===== src/rtl/ptc_pkg.sv =====
package ptc_pkg;
  localparam int unsigned ADDR_W = 3;

  localparam logic [ADDR_W-1:0] A_CAP  = 3'd0;
  localparam logic [ADDR_W-1:0] A_PER  = 3'd1;
  localparam logic [ADDR_W-1:0] A_CMP  = 3'd2;
  localparam logic [ADDR_W-1:0] A_CTL  = 3'd3;
  localparam logic [ADDR_W-1:0] A_CSEL = 3'd4;
  localparam logic [ADDR_W-1:0] A_OSEL = 3'd5;

  typedef enum logic [1:0] {
    MD_TIMER = 2'b00,
    MD_COUNT = 2'b01,
    MD_PWM   = 2'b10,
    MD_PWMX  = 2'b11
  } mode_e;

  typedef enum logic [1:0] {
    SY_NONE  = 2'b00,
    SY_BASE  = 2'b01,
    SY_FAST  = 2'b10,
    SY_FASTX = 2'b11
  } sync_e;

  typedef struct packed {
    logic  inv;
    logic  irq_cmp;
    mode_e mode;
    logic  en;
  } ctl_t;
endpackage


===== src/rtl/ptc_regs.sv =====
module ptc_regs
  import ptc_pkg::*;
#(
  parameter int unsigned W    = 8,
  parameter int unsigned NSRC = 16,
  localparam int unsigned SW  = $clog2(NSRC)
) (
  input  logic              clk,
  input  logic              rst_n,
  input  logic              wr_en,
  input  logic [ADDR_W-1:0] wr_addr,
  input  logic [W-1:0]      wr_data,
  input  logic [ADDR_W-1:0] rd_addr,
  input  logic              capture,
  input  logic [W-1:0]      cap_val,
  output logic [W-1:0]      rd_data,
  output logic [W-1:0]      per,
  output logic [W-1:0]      cmp,
  output ctl_t              ctl,
  output logic [SW-1:0]     csel,
  output sync_e             sync,
  output logic              per_wr
);
  logic [W-1:0] cap;
  logic [4:0]   ctl_bits;
  logic [1:0]   osel;

  assign per_wr = wr_en && (wr_addr == A_PER);
  assign ctl    = ctl_t'(ctl_bits);
  assign sync   = sync_e'(osel);

  always_ff @(posedge clk) begin
    if (!rst_n) begin
      per      <= '0;
      cmp      <= '0;
      ctl_bits <= '0;
      csel     <= '0;
      osel     <= '0;
    end else if (wr_en) begin
      case (wr_addr)
        A_PER:   per      <= wr_data;
        A_CMP:   cmp      <= wr_data;
        A_CTL:   ctl_bits <= wr_data[4:0];
        A_CSEL:  csel     <= wr_data[SW-1:0];
        A_OSEL:  osel     <= wr_data[W-1 -: 2];
        default: ;
      endcase
    end
  end

  always_ff @(posedge clk) begin
    if (!rst_n)       cap <= '0;
    else if (capture) cap <= cap_val;
  end

  always_comb begin
    case (rd_addr)
      A_CAP:   rd_data = cap;
      A_PER:   rd_data = per;
      A_CMP:   rd_data = cmp;
      A_CTL:   rd_data = W'(ctl_bits);
      A_CSEL:  rd_data = W'(csel);
      A_OSEL:  rd_data = {osel, {(W-2){1'b0}}};
      default: rd_data = '0;
    endcase
  end

  a_r9_capture: assert property (@(posedge clk) disable iff (!rst_n)
    capture |=> cap == $past(cap_val));
  a_r2_cap_no_write: assert property (@(posedge clk) disable iff (!rst_n)
    (!capture && wr_en && wr_addr == A_CAP) |=> $stable(cap));
endmodule


===== src/rtl/ptc_tick.sv =====
module ptc_tick
  import ptc_pkg::*;
#(
  parameter int unsigned NSRC = 16,
  localparam int unsigned SW  = $clog2(NSRC)
) (
  input  logic            clk,
  input  logic            rst_n,
  input  logic [SW-1:0]   sel,
  input  sync_e           sync,
  input  logic [NSRC-3:0] ext,
  output logic            tick
);
  logic            phase;
  logic [NSRC-1:0] lv;
  logic            raw, raw_q, s1, s2, s3, pend;
  logic            is_ext, int_ev, ext_ev, ev, base;

  assign lv     = {ext, 2'b00};
  assign raw    = lv[sel];
  assign is_ext = (sel >= SW'(2));
  assign int_ev = (sel == SW'(0)) || ((sel == SW'(1)) && phase);
  assign ext_ev = (sync == SY_NONE) ? (raw && !raw_q) : (s2 && !s3);
  assign ev     = is_ext ? ext_ev : int_ev;
  assign base   = (sync == SY_BASE);
  assign tick   = base ? (phase && (ev || pend)) : ev;

  always_ff @(posedge clk) begin
    if (!rst_n) begin
      phase <= 1'b0;
      raw_q <= 1'b0;
      s1    <= 1'b0;
      s2    <= 1'b0;
      s3    <= 1'b0;
      pend  <= 1'b0;
    end else begin
      phase <= !phase;
      raw_q <= raw;
      s1    <= raw;
      s2    <= s1;
      s3    <= s2;
      pend  <= base && !phase && (pend || ev);
    end
  end

  a_r13_no_loss: assert property (@(posedge clk) disable iff (!rst_n)
    (base && ev && !phase) |=> (sync != SY_BASE || tick));
  a_r12_sync_delay: assert property (@(posedge clk) disable iff (!rst_n)
    (is_ext && sync[1] && tick) |-> $past(raw, 2));
endmodule


===== src/rtl/ptc_core.sv =====
module ptc_core
  import ptc_pkg::*;
#(
  parameter int unsigned W = 8
) (
  input  logic         clk,
  input  logic         rst_n,
  input  logic         tick,
  input  logic         gate,
  input  logic [W-1:0] per,
  input  logic [W-1:0] cmp,
  input  ctl_t         ctl,
  input  logic         per_wr,
  input  logic [W-1:0] load_val,
  output logic [W-1:0] cnt,
  output logic         out,
  output logic         irq
);
  logic adv, tc_q, cmp_lvl, cprev, pwm;

  assign adv     = ctl.en && tick && (ctl.mode != MD_COUNT || gate);
  assign cmp_lvl = (cnt < cmp);
  assign pwm     = ctl.mode[1];
  assign out     = ctl.inv ^ (pwm ? cmp_lvl : tc_q);
  assign irq     = ctl.en && (ctl.irq_cmp ? (cmp_lvl && !cprev) : tc_q);

  always_ff @(posedge clk) begin
    if (!rst_n) begin
      cnt   <= '0;
      tc_q  <= 1'b0;
      cprev <= 1'b0;
    end else begin
      if (adv)                    cnt <= (cnt == '0) ? per : cnt - 1'b1;
      else if (!ctl.en && per_wr) cnt <= load_val;
      tc_q  <= adv && (cnt == '0);
      cprev <= cmp_lvl;
    end
  end

  a_r3_reload: assert property (@(posedge clk) disable iff (!rst_n)
    (adv && cnt == '0) |=> cnt == $past(per));
  a_r3_decrement: assert property (@(posedge clk) disable iff (!rst_n)
    (adv && cnt != '0) |=> cnt == $past(cnt) - 1'b1);
  a_r4_hold: assert property (@(posedge clk) disable iff (!rst_n)
    (!ctl.en && !per_wr) |=> $stable(cnt));
  a_r5_gate: assert property (@(posedge clk) disable iff (!rst_n)
    (ctl.mode == MD_COUNT && !gate) |=> $stable(cnt) || $past(per_wr));
  a_r3_tc_source: assert property (@(posedge clk) disable iff (!rst_n)
    tc_q |-> $past(cnt) == '0);
endmodule


===== src/rtl/ptc_block.sv =====
module ptc_block
  import ptc_pkg::*;
#(
  parameter int unsigned W    = 8,
  parameter int unsigned NSRC = 16,
  localparam int unsigned SW  = $clog2(NSRC)
) (
  input  logic              clk,
  input  logic              rst_n,
  input  logic              wr_en,
  input  logic [ADDR_W-1:0] wr_addr,
  input  logic [W-1:0]      wr_data,
  input  logic [ADDR_W-1:0] rd_addr,
  output logic [W-1:0]      rd_data,
  input  logic [NSRC-3:0]   ext_src,
  input  logic              gate_i,
  input  logic              capture_i,
  output logic [W-1:0]      count_o,
  output logic              tick_o,
  output logic              out_o,
  output logic              irq_o
);
  logic [W-1:0]  per, cmp;
  ctl_t          ctl;
  logic [SW-1:0] csel;
  sync_e         sync;
  logic          per_wr;

  ptc_regs #(.W(W), .NSRC(NSRC)) u_regs (
    .clk(clk), .rst_n(rst_n), .wr_en(wr_en), .wr_addr(wr_addr),
    .wr_data(wr_data), .rd_addr(rd_addr), .capture(capture_i),
    .cap_val(count_o), .rd_data(rd_data), .per(per), .cmp(cmp),
    .ctl(ctl), .csel(csel), .sync(sync), .per_wr(per_wr)
  );

  ptc_tick #(.NSRC(NSRC)) u_tick (
    .clk(clk), .rst_n(rst_n), .sel(csel), .sync(sync),
    .ext(ext_src), .tick(tick_o)
  );

  ptc_core #(.W(W)) u_core (
    .clk(clk), .rst_n(rst_n), .tick(tick_o), .gate(gate_i),
    .per(per), .cmp(cmp), .ctl(ctl), .per_wr(per_wr),
    .load_val(wr_data), .cnt(count_o), .out(out_o), .irq(irq_o)
  );

  a_r8_irq_disabled: assert property (@(posedge clk) disable iff (!rst_n)
    !ctl.en |-> !irq_o);
endmodule


===== config.mk =====
export PLATFORM = sky130hd
export DESIGN_NAME = ptc_block
export DESIGN_NICKNAME = d
export VERILOG_FILES = /design/src/rtl/ptc_pkg.sv /design/src/rtl/ptc_regs.sv /design/src/rtl/ptc_tick.sv /design/src/rtl/ptc_core.sv /design/src/rtl/ptc_block.sv
export SDC_FILE = /design/constraint.sdc
export NUM_CORES = 1
export LEC_CHECK = 0
export CORE_MARGIN = 3
export CORE_UTILIZATION = 53
export DETAILED_ROUTE_END_ITERATION = 10
export PLACE_DENSITY = 0.8
export SLEW_MARGIN = 20
export SYNTH_ARGS = -nofsm -noshare
export SYNTH_HDL_FRONTEND = slang
export SYNTH_SLANG_ARGS = --single-unit

===== constraint.sdc =====
create_clock -name clk -period 2.2 [get_ports clk]
set_input_delay 0.22 -clock clk [delete_from_list [all_inputs] [get_ports clk]]
set_output_delay 0.22 -clock clk [all_outputs]
set_load 0.1 [all_outputs]

==> flow_summary_export.csv <==
group,metric,value,unit
placed_design,place.gp.congestion,0.871,
critical_path,cp-start-kind,"flop",
placed_design,portBuffers,51,
timing,worst_pin_slew,0.590,ns
route,routed_wl,8060,um
synth,yosysUniqueCellTypes,46,
clocking,clock-root-buffer,"clkbuf_8",
route,vias,2753,
synth,synth_seq_cells,50,
clocking,path_clk_slew,0.09,ns
die,die_h,81.1,um
route,wl_per_cell,16.6,um
critical_path,reg2regPathDepth,5,
placed_design,place_ws,0.0460,ns
critical_path,crit_fanout,2,
power,leakagePower,1.61,nW
critical_path,setup.worst_path.start,"u_regs.cmp[3]",
route,first_pass_iters,4,
global_routing,antenna_found_initial,0,
synth,async_flop_share,0,%
global_routing,grt_pass1_wl,13100,um
clocking,cts_tree,"built",
die,initial_core_util,56.8,%
clocking,clockBufferDepth,2,
critical_path,crit_end,"out_o",
timing,finalHoldViolations,0,
synth,synth_top_area_share,33.4,%
synth,synth.cell_area,2990,um^2
die,boundaryPins,52,
timing,rsz0062_at_grt,"true",
route,drt_iter0_markers,117,
status,status,"finished with violations",
route,drc,0,
clocking,clock_sinks,50,
synth,synth_top_family_by_area,"simple AND/OR/NAND/NOR gates",
synth,syn_area_per_cell,8.55,um^2
timing,timing.final.ws_setup,-0.0384,ns
critical_path,cp.required,1.98,ns
power,vdd_drop_max,0.323,mV
synth,synth_edf_count,0,
power,powerDensity,496,nW/um^2
cells_and_area,syn2layout_area_growth,38.0,%
timing,slew_headroom,60.5,%
cells_and_area,nFillCells,369,
clocking,htree_levels,2,
critical_path,r2r-end,"u_core.cnt[3]",
cells_and_area,drive_above_1_share,26.7,%
synth,syn_inst,350,
cells_and_area,multi_input_area,2010,um^2
synth,synth_flop_cell,"dfxtp_1",
route,drtAntennaViolNets,0,
timing,slew_viol_final,0,
die,core_area,5270,um^2
timing,fin_crit_sh,102,%
cells_and_area,antenna_cells,0,
hold_path,hold_path_class,"flop to flop",
clocking,cts_inserted_buffers,5,
synth,ys_top_cells_by_area,"dfxtp_1 (33%), mux2i_1 (15%), nor2b_1 (6.7%), nand2_1 (5.8%), ha_1 (3.8%)",
synth,synth_nets,392,
job,cap_violations,0,
critical_path,r2r-start,"u_core.cnt[2]",
timing,layout_min_cycle_time,2.24,ns
timing,setup_viol,1,
synth,seq_area_frac_synth,33.4,%
route,avgViaCountPerCell,5.66,
synth,yosys-mux-area-fraction,20.4,%
synth,synth_largest_area_cell,"dfxtp_1",
die,fp-row-count,26,
cells_and_area,utilization,78.4,%
status,violations,"negative setup slack",
critical_path,critPathArrivalTime,2.02,ns
clocking,clk_latency,0.30,ns
placed_design,dpl.hpwl,6160,um
critical_path,r2r_slack,0.19,ns
die,die_w,81.1,um
critical_path,endpoint_kind,"primary output",
global_routing,overflow,0,
global_routing,grt_max_degree,29,
cells_and_area,fin_nets,457,
synth,synthSimpleGateAreaFrac,23.9,%
synth,synth-xor-area-share,1.46,%
synth,synth-compound-area-share,11.6,%
cells_and_area,final_cell_mix,"nand2_1 (45), mux2i_1 (45), dfxtp_1 (35)",
global_routing,grt_use_total,26.0,%
cells_and_area,register_area,1040,um^2
global_routing,grt_pass1_vias,2666,
synth,ys_warn_count,0,
critical_path,crit_type,"flop to primary output",
timing,holdWs,0.473,ns
timing,fmax,447,MHz
die,die_area,6580,um^2
synth,synth-adder-area-share,3.76,%
timing,skew,0.0106,ns
routing by layer:
| metal | share of wire [%] | vias up | wire, um | GRT usage [%] |
|---|---|---|---|---|
| li1 | - | 1342 | - | - |
| met1 | 44 | 1334 | 3520 | 32.8 |
| met2 | 51 | 68 | 4080 | 47.1 |
| met3 | 4.8 | 9 | 391 | 4.32 |
| met4 | 0.92 | 0 | 74 | 4.22 |
| met5 | 0 | - | 0 | 0 |
where the power goes:
part | switching (mW) | internal, mW
registers | 0.0240 | 0.921
clock network | 0.301 | 0.339
logic | 0.251 | 0.213
layout make-up:
cell class                 count  share of cell area (%)
sequential                    50                    25.2
multi-input combinational    264                    48.5
inverter                      16                    1.45
clock inverter                 2                   0.909
tap                           70                    2.12
clock buffer                   6                    1.76
timing repair buffer          78                    20.0
synth_stat cells, drive strengths merged, types with 2 or more instances:
cell type	instances
dfxtp	50
nand2	47
mux2i	45
nor2b	32
nor2	26
a21oi	21
inv	16
clkbuf	13
mux2	10
ha	9
a21boi	8
o21ai	8
buf	7
nand3b	6
o211ai	6
and2	4
nand2b	4
nor3	4
nor3b	3
xnor2	3
a31oi	2
and3	2
mux4	2
nand4	2
nand4b	2
o22ai	2
or3	2
or4	2
xor2	2
cells by family (layout without fill, tap and decap cells):
logic type / Yosys count / after routing
AOI/OAI and AO/OA: 55 / 55
xor gates and xnor gates: 5 / 5
adders and majority gates: 9 / 9
buffers and inverters: 36 / 102
DFF: 50 / 50
muxes: 57 / 57
and+or+nand+nor: 138 / 138
state kept, by name, summed over array words and instances, names as in the netlist:
signal and cells:
u_core.cnt 8, u_regs.cap 8, u_regs.cmp 8, u_regs.per 8, u_regs.ctl 5, u_regs.csel 4, u_regs.sync 2, u_core.cprev 1
u_core.tc_q 1, u_tick.pend 1, u_tick.phase 1, u_tick.raw_q 1, u_tick.s2 1, u_tick.s3 1
repair_timing:
item / 4_1_cts / 5_1_grt
buffers inserted: 1 / 2
pin swaps: 10 / 11
hold buffers: 0 / 0
setup endpoints to repair: 3 / 3
gates resized for setup: 15 / 8
per-stage QoR:
step	TNS, ns	power (mW)	std cells	instance area (um^2)
floorplan	-0.424	1.25	350	3130
finish	-0.0384	2.05	486	4130
CTS	-0.0798	2.06	484	4100
global route	-0.241	2.12	486	4130
global placement	0	1.40	475	3930
detailed placement	0	1.41	475	3930
worst max-delay path, stage by stage, from the launching register on:
cell     delay [ns]
dfxtp_2        0.35
inv_2          0.05
ha_4           0.27
nand2_2        0.05
o21ai_2        0.14
nand4_1        0.22
a21oi_4        0.29
xnor2_4        0.15
buf_12         0.19
how the worst min path moves through the flow:
stage                startpoint  slack [ns]  cells past startpoint             to
floorplan            wr_data[0]        0.36                      2  u_regs.per[0]
global placement    u_tick.pend        0.44                      2    u_tick.pend
detailed placement    u_tick.s2        0.46                      1      u_tick.s3
CTS                   u_tick.s2        0.48                      1      u_tick.s3
global route        u_tick.pend        0.50                      2    u_tick.pend
finish              u_tick.pend        0.47                      2    u_tick.pend
Note: power is estimated with default switching activity, not from simulation.
